[config.mk]
export PLATFORM = sky130hd
export DESIGN_NAME = dm_cache_ctrl
export DESIGN_NICKNAME = d
export VERILOG_FILES = /design/src/rtl/dmc_pkg.sv /design/src/rtl/dmc_line_store.sv /design/src/rtl/dmc_lane.sv /design/src/rtl/dmc_fsm.sv /design/src/rtl/dm_cache_ctrl.sv
export SDC_FILE = /design/constraint.sdc
export NUM_CORES = 1
export LEC_CHECK = 0
export ABC_CLOCK_PERIOD_IN_PS = 4160
export BUFFER_PORTS_ARGS = -buffer_cell sky130_fd_sc_hd__buf_2
export CORE_MARGIN = 2
export CORE_UTILIZATION = 45
export DETAILED_ROUTE_END_ITERATION = 7
export RECOVER_POWER = 100
export SLEW_MARGIN = 25
export SYNTH_ARGS = -nofsm -noshare
export SYNTH_HDL_FRONTEND = slang
export SYNTH_SLANG_ARGS = --single-unit
[constraint.sdc]
create_clock -name clk -period 4.16 [get_ports clk]
set_input_delay 0.624 -clock clk [delete_from_list [all_inputs] [get_ports clk]]
set_output_delay 0.624 -clock clk [all_outputs]
set_load 0.01 [all_outputs]
[src/rtl/dmc_pkg.sv]
package dmc_pkg;
  typedef enum logic [1:0] {
    ST_IDLE      = 2'd0,
    ST_COMPARE   = 2'd1,
    ST_REFILL    = 2'd2,
    ST_WRITE_MEM = 2'd3
  } dmc_state_e;

  localparam logic SZ_BYTE = 1'b0;
  localparam logic SZ_WORD = 1'b1;
endpackage

[src/rtl/dmc_line_store.sv]
module dmc_line_store #(
  parameter int LINES      = 16,
  parameter int TAG_W      = 5,
  parameter int LINE_BYTES = 8,
  localparam int IDX_W     = $clog2(LINES),
  localparam int LINE_BITS = LINE_BYTES * 8
) (
  input  logic                  clk,
  input  logic                  rst_n,
  input  logic [IDX_W-1:0]      idx,
  output logic                  rd_valid,
  output logic [TAG_W-1:0]      rd_tag,
  output logic [LINE_BITS-1:0]  rd_line,
  input  logic                  fill_en,
  input  logic [TAG_W-1:0]      fill_tag,
  input  logic [LINE_BITS-1:0]  fill_line,
  input  logic                  upd_en,
  input  logic [LINE_BYTES-1:0] upd_be,
  input  logic [LINE_BITS-1:0]  upd_line
);
  logic [LINES-1:0]     valid_q;
  logic [TAG_W-1:0]     tag_q  [LINES];
  logic [LINE_BITS-1:0] data_q [LINES];

  // Only the valid flags need a reset value.
  always_ff @(posedge clk) begin
    if (!rst_n) valid_q <= '0;
    else if (fill_en) valid_q[idx] <= 1'b1;
  end

  always_ff @(posedge clk) begin
    if (fill_en) begin
      tag_q[idx]  <= fill_tag;
      data_q[idx] <= fill_line;
    end else if (upd_en) begin
      for (int k = 0; k < LINE_BYTES; k++) begin
        if (upd_be[k]) data_q[idx][k*8 +: 8] <= upd_line[k*8 +: 8];
      end
    end
  end

  assign rd_valid = valid_q[idx];
  assign rd_tag   = tag_q[idx];
  assign rd_line  = data_q[idx];
endmodule

[src/rtl/dmc_lane.sv]
module dmc_lane #(
  parameter int LINE_BYTES = 8,
  parameter int WORD_BYTES = 4,
  localparam int OFF_W     = $clog2(LINE_BYTES),
  localparam int WSH       = $clog2(WORD_BYTES),
  localparam int LINE_BITS = LINE_BYTES * 8,
  localparam int WORD_BITS = WORD_BYTES * 8
) (
  input  logic [OFF_W-1:0]      off,
  input  logic                  size,
  input  logic [WORD_BITS-1:0]  wdata,
  input  logic [LINE_BITS-1:0]  line,
  output logic [WORD_BITS-1:0]  rdata,
  output logic [LINE_BYTES-1:0] be,
  output logic [LINE_BITS-1:0]  wline
);
  logic [OFF_W-1:0]     woff;
  logic [WORD_BITS-1:0] word_sel;
  logic [7:0]           byte_sel;

  assign woff     = off >> WSH;
  assign word_sel = line[woff*WORD_BITS +: WORD_BITS];
  assign byte_sel = line[off*8 +: 8];
  assign rdata    = (size == dmc_pkg::SZ_WORD) ? word_sel
                                               : {{(WORD_BITS-8){1'b0}}, byte_sel};

  for (genvar k = 0; k < LINE_BYTES; k++) begin : g_byte
    assign be[k] = (size == dmc_pkg::SZ_WORD) ? (OFF_W'(k / WORD_BYTES) == woff)
                                              : (OFF_W'(k) == off);
    assign wline[k*8 +: 8] = (size == dmc_pkg::SZ_WORD) ? wdata[(k % WORD_BYTES)*8 +: 8]
                                                        : wdata[7:0];
  end
endmodule

[src/rtl/dmc_fsm.sv]
module dmc_fsm #(
  parameter bit WRITE_ALLOCATE = 1'b1
) (
  input  logic                clk,
  input  logic                rst_n,
  input  logic                cpu_req,
  input  logic                cpu_we,
  input  logic                line_hit,
  input  logic                mem_ready,
  output dmc_pkg::dmc_state_e state,
  output logic                complete,
  output logic                mem_req,
  output logic                mem_we,
  output logic                fill_en,
  output logic                upd_en
);
  import dmc_pkg::*;

  dmc_state_e state_d;
  logic       wr_done_q, wr_done_d;

  always_comb begin
    state_d   = state;
    wr_done_d = wr_done_q;
    complete  = 1'b0;
    mem_req   = 1'b0;
    mem_we    = 1'b0;
    fill_en   = 1'b0;
    upd_en    = 1'b0;
    unique case (state)
      ST_IDLE: if (cpu_req) state_d = ST_COMPARE;
      ST_COMPARE: begin
        if (!cpu_req) begin
          state_d   = ST_IDLE;
          wr_done_d = 1'b0;
        end else if (!cpu_we) begin
          if (line_hit) begin
            complete = 1'b1;
            state_d  = ST_IDLE;
          end else begin
            state_d = ST_REFILL;
          end
        end else if (wr_done_q) begin
          complete  = 1'b1;
          wr_done_d = 1'b0;
          state_d   = ST_IDLE;
        end else if (line_hit || !WRITE_ALLOCATE) begin
          state_d = ST_WRITE_MEM;
        end else begin
          state_d = ST_REFILL;
        end
      end
      ST_REFILL: begin
        mem_req = 1'b1;
        if (mem_ready) begin
          fill_en = 1'b1;
          state_d = ST_COMPARE;
        end
      end
      ST_WRITE_MEM: begin
        mem_req = 1'b1;
        mem_we  = 1'b1;
        if (mem_ready) begin
          upd_en    = line_hit;
          wr_done_d = 1'b1;
          state_d   = ST_COMPARE;
        end
      end
      default: state_d = ST_IDLE;
    endcase
  end

  always_ff @(posedge clk) begin
    if (!rst_n) begin
      state     <= ST_IDLE;
      wr_done_q <= 1'b0;
    end else begin
      state     <= state_d;
      wr_done_q <= wr_done_d;
    end
  end
endmodule

[src/rtl/dm_cache_ctrl.sv]
module dm_cache_ctrl #(
  parameter int ADDR_W         = 12,
  parameter int LINE_BYTES     = 8,
  parameter int LINES          = 16,
  parameter int WORD_BYTES     = 4,
  parameter bit WRITE_ALLOCATE = 1'b1,
  localparam int OFF_W         = $clog2(LINE_BYTES),
  localparam int IDX_W         = $clog2(LINES),
  localparam int TAG_W         = ADDR_W - IDX_W - OFF_W,
  localparam int BLK_W         = ADDR_W - OFF_W,
  localparam int LINE_BITS     = LINE_BYTES * 8,
  localparam int WORD_BITS     = WORD_BYTES * 8
) (
  input  logic                  clk,
  input  logic                  rst_n,
  input  logic                  cpu_req,
  input  logic                  cpu_we,
  input  logic                  cpu_size,
  input  logic [ADDR_W-1:0]     cpu_addr,
  input  logic [WORD_BITS-1:0]  cpu_wdata,
  output logic [WORD_BITS-1:0]  cpu_rdata,
  output logic                  cpu_stall,
  output logic                  mem_req,
  output logic                  mem_we,
  output logic [BLK_W-1:0]      mem_addr,
  output logic [LINE_BITS-1:0]  mem_wdata,
  output logic [LINE_BYTES-1:0] mem_be,
  input  logic                  mem_ready,
  input  logic [LINE_BITS-1:0]  mem_rdata
);
  // Address field extraction, MSB to LSB: tag | index | offset.
  function automatic logic [TAG_W-1:0] f_tag(input logic [ADDR_W-1:0] a);
    return a[ADDR_W-1 -: TAG_W];
  endfunction
  function automatic logic [IDX_W-1:0] f_idx(input logic [ADDR_W-1:0] a);
    return a[OFF_W +: IDX_W];
  endfunction
  function automatic logic [OFF_W-1:0] f_off(input logic [ADDR_W-1:0] a);
    return a[OFF_W-1:0];
  endfunction
  function automatic logic [BLK_W-1:0] f_blk(input logic [ADDR_W-1:0] a);
    return a[ADDR_W-1 -: BLK_W];
  endfunction

  // Named internal events, visible to the bound checker.
  logic                 line_valid;
  logic [TAG_W-1:0]     line_tag;
  logic [LINE_BITS-1:0] line_data;
  logic                 line_hit;
  logic                 complete;
  logic                 fill_fire;
  logic                 upd_fire;
  logic [LINE_BYTES-1:0] lane_be;
  logic [LINE_BITS-1:0]  lane_wline;
  dmc_pkg::dmc_state_e   state;

  dmc_line_store #(
    .LINES     (LINES),
    .TAG_W     (TAG_W),
    .LINE_BYTES(LINE_BYTES)
  ) i_store (
    .clk      (clk),
    .rst_n    (rst_n),
    .idx      (f_idx(cpu_addr)),
    .rd_valid (line_valid),
    .rd_tag   (line_tag),
    .rd_line  (line_data),
    .fill_en  (fill_fire),
    .fill_tag (f_tag(cpu_addr)),
    .fill_line(mem_rdata),
    .upd_en   (upd_fire),
    .upd_be   (lane_be),
    .upd_line (lane_wline)
  );

  assign line_hit = line_valid && (line_tag == f_tag(cpu_addr));

  dmc_lane #(
    .LINE_BYTES(LINE_BYTES),
    .WORD_BYTES(WORD_BYTES)
  ) i_lane (
    .off  (f_off(cpu_addr)),
    .size (cpu_size),
    .wdata(cpu_wdata),
    .line (line_data),
    .rdata(cpu_rdata),
    .be   (lane_be),
    .wline(lane_wline)
  );

  dmc_fsm #(
    .WRITE_ALLOCATE(WRITE_ALLOCATE)
  ) i_fsm (
    .clk      (clk),
    .rst_n    (rst_n),
    .cpu_req  (cpu_req),
    .cpu_we   (cpu_we),
    .line_hit (line_hit),
    .mem_ready(mem_ready),
    .state    (state),
    .complete (complete),
    .mem_req  (mem_req),
    .mem_we   (mem_we),
    .fill_en  (fill_fire),
    .upd_en   (upd_fire)
  );

  assign cpu_stall = !complete;
  assign mem_addr  = f_blk(cpu_addr);
  assign mem_wdata = lane_wline;
  assign mem_be    = mem_we ? lane_be : '0;
endmodule

Word level (Yosys, flattened, before mapping):

Memories as Yosys holds them, arrays and structs flattened.
Cells that the tools add are included.

* memories kept: 2
* bits of input ports: 114
* flip-flop bits (word level): 19
* output and inout bits: 116
* RAM bits: 1104
* memory bits (read-only): 0
* bits in latches: 0

* reductions and logical operators: 10
* divide/modulo/power cells: 0
* $add $sub $neg: 0
* multipliers: 0
* multiplexer cells: 82
* order comparisons: 2
* bitwise operators: 9
* eq/ne operators: 15
* shift-type cells: 2

Memories
* i_store.data_q: depth 16, bits a word 64, rd ports 1, clocked after Yosys merged registers in 0, write ports 1, line dmc_line_store.sv:23 `logic [LINE_BITS-1:0] data_q [LINES];`
* i_store.tag_q: depth 16, bits a word 5, rd ports 1, clocked after Yosys merged registers in 0, write ports 1, line dmc_line_store.sv:22 `logic [TAG_W-1:0] tag_q [LINES];`

Operators with widths (count)
* 8-bit 2-to-1 mux: 12
* 64-bit by 7-bit indexed part select with 32-bit output: 1
* 64-bit by 7-bit indexed part select with 8-bit output: 1
* 1-bit 2-to-1 mux: 59
* 32-bit 2-to-1 mux: 1
* 16-bit bitwise OR: 1
* 3-bit == test, first input constant: 4
* 2-bit 2-to-1 mux: 6
* 1-bit bitwise OR: 8
* 2-bit by 3-bit == test with 1-bit output, first input constant: 2
* 3-bit zero test: 2
* 2-bit one-hot mux with 3 select lines: 1
* 5-bit == test: 1
* 4-bit by 5-bit < comparator with 1-bit output, second input constant: 1
* 1-bit binary-select mux with 4-bit select: 1
* 1-bit demux with 4-bit select: 1
* 2-bit == test, second input constant: 2
* 4-bit by 1-bit greater-or-equal comparator with 1-bit output, second input constant: 1
* 2-bit inequality test, second input constant: 2
* 1-bit by 3-bit == test with 1-bit output, first input constant: 1
* 3-bit inequality test, second input constant: 1
* 3-bit AND reduction: 1
* 2-bit by 1-bit == test with 1-bit output, second input constant: 1
* 1-bit logical AND: 2
* 7 further kinds: 7

Logic depth before layout (Yosys ltp):

* word-level depth: 9
* gate-level depth with buffers: 12
* gate-level depth less buffers: 7

Cells and area by module:

Synthesis repeated with hierarchy kept, for this count alone.

* cell total of the unflattened synthesis: 2255
* area, all modules: 45364.8 sq um

By module, submodules not included
* dmc_line_store: cells an instance 1985, times used 1, area each 43325.3 sq um, seq. area each 33472.1 sq um
* dmc_lane: cells an instance 220, times used 1, area each 1655.3 sq um, seq. area each 0.0 sq um
* dmc_fsm: cells an instance 25, times used 1, area each 206.4 sq um, seq. area each 60.1 sq um
* dm_cache_ctrl: cells an instance 25, times used 1, area each 177.7 sq um, seq. area each 0.0 sq um

Worst setup path before layout:

OpenSTA, ideal clock, no wires.

* path kind: input -> output
* from: in cpu_addr[3]
* to: out cpu_rdata[3]
* buffers on the path: 5
* data required time: 3536 ps
* slack: 364 ps
* data arrival time: 3172 ps
* cell stages on the path: 10
* path through: buf_2 > buf_2 > buf_2 > buf_2 > buf_2 > mux4_2 > a221oi_1 > o22ai_1 > a211oi_1 > a221oi_1

* cells in the longest elaborated chain, start to end: 3

RTL lines
* start, declared: line dm_cache_ctrl.sv:19 `input logic [ADDR_W-1:0] cpu_addr,`
* memory read 16 x 64 bit *
* 64-bit by 7-bit indexed part select with 8-bit output or 64-bit by 7-bit indexed part select with 32-bit output (tied branches): line dmc_lane.sv:23, dmc_lane.sv:22
* 32-bit 2-to-1 mux *: line dmc_lane.sv:24 `assign rdata = (size == dmc_pkg::SZ_WORD) ? word_sel`
* end, declared: line dm_cache_ctrl.sv:21 `output logic [WORD_BITS-1:0] cpu_rdata,`

Mark *: on every way between the ends. The rest lies on a longest branch, timed or not.

Worst setup path in the final report:

* from: in cpu_addr[3]
* to: out cpu_rdata[7]

The elaborated chain is that of the path after synthesis.

==> out/qor.yml <==
run_status: "finished, final reports clean"
ys.warnings.count: 0
post-route-period-util_pct: 97.97
dieWidth_um: 323.1
placed_cells: 4117
cts_tree: "built"
antenna_found_initial: 15
async_flop_share_pct: 0
grt_pass1_wl_mm: 194.0
cts_root_buf: "clkbuf_16"
critical_path_arrival_ns: 3.45
synthFlopType: "edfxtp_1"
cts_buffer_depth: 3
rows: 117
final_hold_viol_count: 0
worstPathRequired_ns: 3.54
instances_no_fill: 4323
fin_setup_tns_ns: 0
placed_area_mm2: 0.05039
drc: 0
critPathMaxFanout: 16
maxCapViolations: 0
setup_viol: 0
num_io_pins: 230
grt_max_degree: 55
fin_area_mm2: 0.05327
rsz0062_at_grt: "false"
drive_above_1_share_pct: 27.30
place.detailed.hpwl_mm: 99.73
routed_wl_mm: 140.2
cp_cell_sequence: "buf_8 > buf_12 > buf_16 > buf_12 > mux4_2 > a221oi_1 > buf_4 > mux2i_1 > a211oi_1 > a221oi_1 > buf_4 > buf_2"
grt_pass1_vias: 25630
synth-edff-count: 1104
yosys_register_bits: 1123
initial_core_util_pct: 45.22
ys_types: 44
critPathMaxStageDelay_ns: 0.52
ys_seq_area_share_pct: 73.19
htree_levels: 3
fill_cells: 8224
irDropWorstVdd_mv: 0.3208
drt_pass1_iterations: 5
post-cts-setup-buffer-count: 0
clk_latency_ns: 0.71
powerDensity_mw_per_mm2: 448.6
drtIter0Drc: 3397
drtAntennaViolNets: 0
cts_hold_buf: 0
die_h_um: 323.1
layout.nets: 2980
port_buffers: 229
slew_viol_final: 0
tightest_slew_ns: 1.401
syn_inst: 2395
wl_per_cell_um: 32.42
path_class: "input pin to output port"
syn-num-nets: 2509
gr-total-overflow: 0
final_util_pct: 52.59
area.growth.synth_to_final_pct: 16.28
clk_pin_slew_worst_paths_ns: 0.06
slew_headroom_pct: 6.605
fin_crit_ns: 4.075
fin_skew_ns: 0.03667
p_leak_nw: 17.25
clkSinkCount: 1123
num_vias: 25940
avgSynthCellArea_um2: 19.13
die_area_mm2: 0.1044
grt_usage_pct: 26.96
max_freq_ghz: 0.2454
synth_area_mm2: 0.04581
slowest_stage: "mux4_2"
start_kind: "input pin"
routed_via_density: 6.001
cts_made_buffers: 112
worst_hold_path_type: "input pin to flop"
coreArea_mm2: 0.1013
cp-end-kind: "output port"
gp_congestion: 0.9424
cell type report:
type                    instances  area [µm²]  area share (%)
flip-flops and latches       1123       33530           62.94
multi-input cells            1078       11320           21.24
repair buffers                545        3223           6.050
clock buffers                 145        2958           5.552
well taps                    1368        1712           3.213
clock inverters                55       501.7          0.9418
inverters                       6       22.52         0.04228
diodes                          3       7.507         0.01409
power by group:
part | internal [W] | leakage [nW] | switching (W)
clock network | 0.00548 | 1.68 | 0.00418
logic | 0.000647 | 5.49 | 0.00115
registers | 0.0124 | 10.1 | 0.00000533
layout by cell type, fill, tap and decap left out, drive strengths merged, types with 4 or more instances in the layout:
cell type	n
mux2i	53
a211oi	15
o22ai	4
nor2	216
edfxtp	1104
mux2	89
nand4	4
nand2	136
buf	295
nand3	14
dfxtp	19
nor2b	14
a221oi	27
inv	8
clkinv	44
a22oi	31
nand2b	12
bufinv	8
and2	22
a22o	21
a21oi	55
mux4	284
xor2	5
o211ai	12
clkbuf	395
o21ai	38
timing repair:
| action | CTS | global route |
|---|---|---|
| cloned | 0 | 2 |
| endpoints found under the hold margin | 0 | 0 |
| gates resized for setup | 1 | 18 |
| endpoints found under the setup margin | 1 | 7 |
| pin swaps | 0 | 2 |
worst max-delay path, delay by kind of cell:
family,cells,cell delay (ns)
muxes,2,0.71
AOI/OAI and AO/OA,3,0.73
buffers and inverters,7,1.32
per-layer routing:
| metal | GRT usage, % | vias up | wire length, µm |
|---|---|---|---|
| li1 | - | 10620 | - |
| met1 | 36.80 | 13610 | 54010 |
| met2 | 41.87 | 1491 | 64900 |
| met3 | 7.557 | 214 | 16030 |
| met4 | 9.385 | 6 | 5179 |
| met5 | 0 | - | 36 |
metrics by stage:
step                      hold slack (ns)  power [W]  setup WS, ns
after floorplan                    0.4348    0.01360        0.3642
final                              0.2101    0.02390       0.08457
after global placement             0.4470    0.01444      -0.09582
after CTS                          0.1566    0.02401       0.01489
after global routing               0.2327    0.02453      0.005417
after detailed placement           0.4555    0.01446      -0.03984
path summary, 6_finish.rpt:
check,to,cells after the start,slack (ns),start
worst max-delay path,cpu_rdata[7],12,0.08,cpu_addr[3]
worst min-delay path,i_fsm.state[1],2,0.21,rst_n
worst max register to register,i_store.data_q[4][2],9,0.13,i_store.tag_q[10][3]
worst min register to register,i_store.valid_q[13],2,0.47,i_store.valid_q[13]
sequential cells by signal, indices dropped and copies added, names as in the netlist:
signal           cells
i_fsm.wr_done_q      1
i_store.tag_q       80
i_store.data_q    1024
i_store.valid_q     16
i_fsm.state          2
cell usage after synthesis (5+ instances only):
master	n	area, µm²
buf_1	14	52.55
o211ai_1	12	90.09
a21oi_1	55	275.3
dfxtp_1	19	380.4
a221oi_1	27	236.5
xor2_1	5	43.79
nand2_1	130	488.0
mux2i_1	53	530.5
nand2b_1	12	75.07
a211oi_1	15	112.6
edfxtp_1	1104	33150
nand2_2	6	37.54
and2_1	22	137.6
buf_4	51	382.9
mux2_2	89	1002
o21ai_0	38	190.2
nand3_1	14	70.07
nor2b_1	14	87.58
buf_2	47	235.2
clkbuf_1	75	281.5
a22oi_1	31	232.7
mux4_2	284	6396
nor2_1	216	810.8
a22o_1	21	183.9
cells by family after synthesis:
logic type / Yosys count / share of synthesized area [%]
compound gates: 212 / 3.103
xor+xnor: 5 / 0.09558
buf+inv: 194 / 2.152
flops: 1123 / 73.19
mux: 426 / 17.31
simple gates: 435 / 4.149
(Power assumes the default switching activity.)
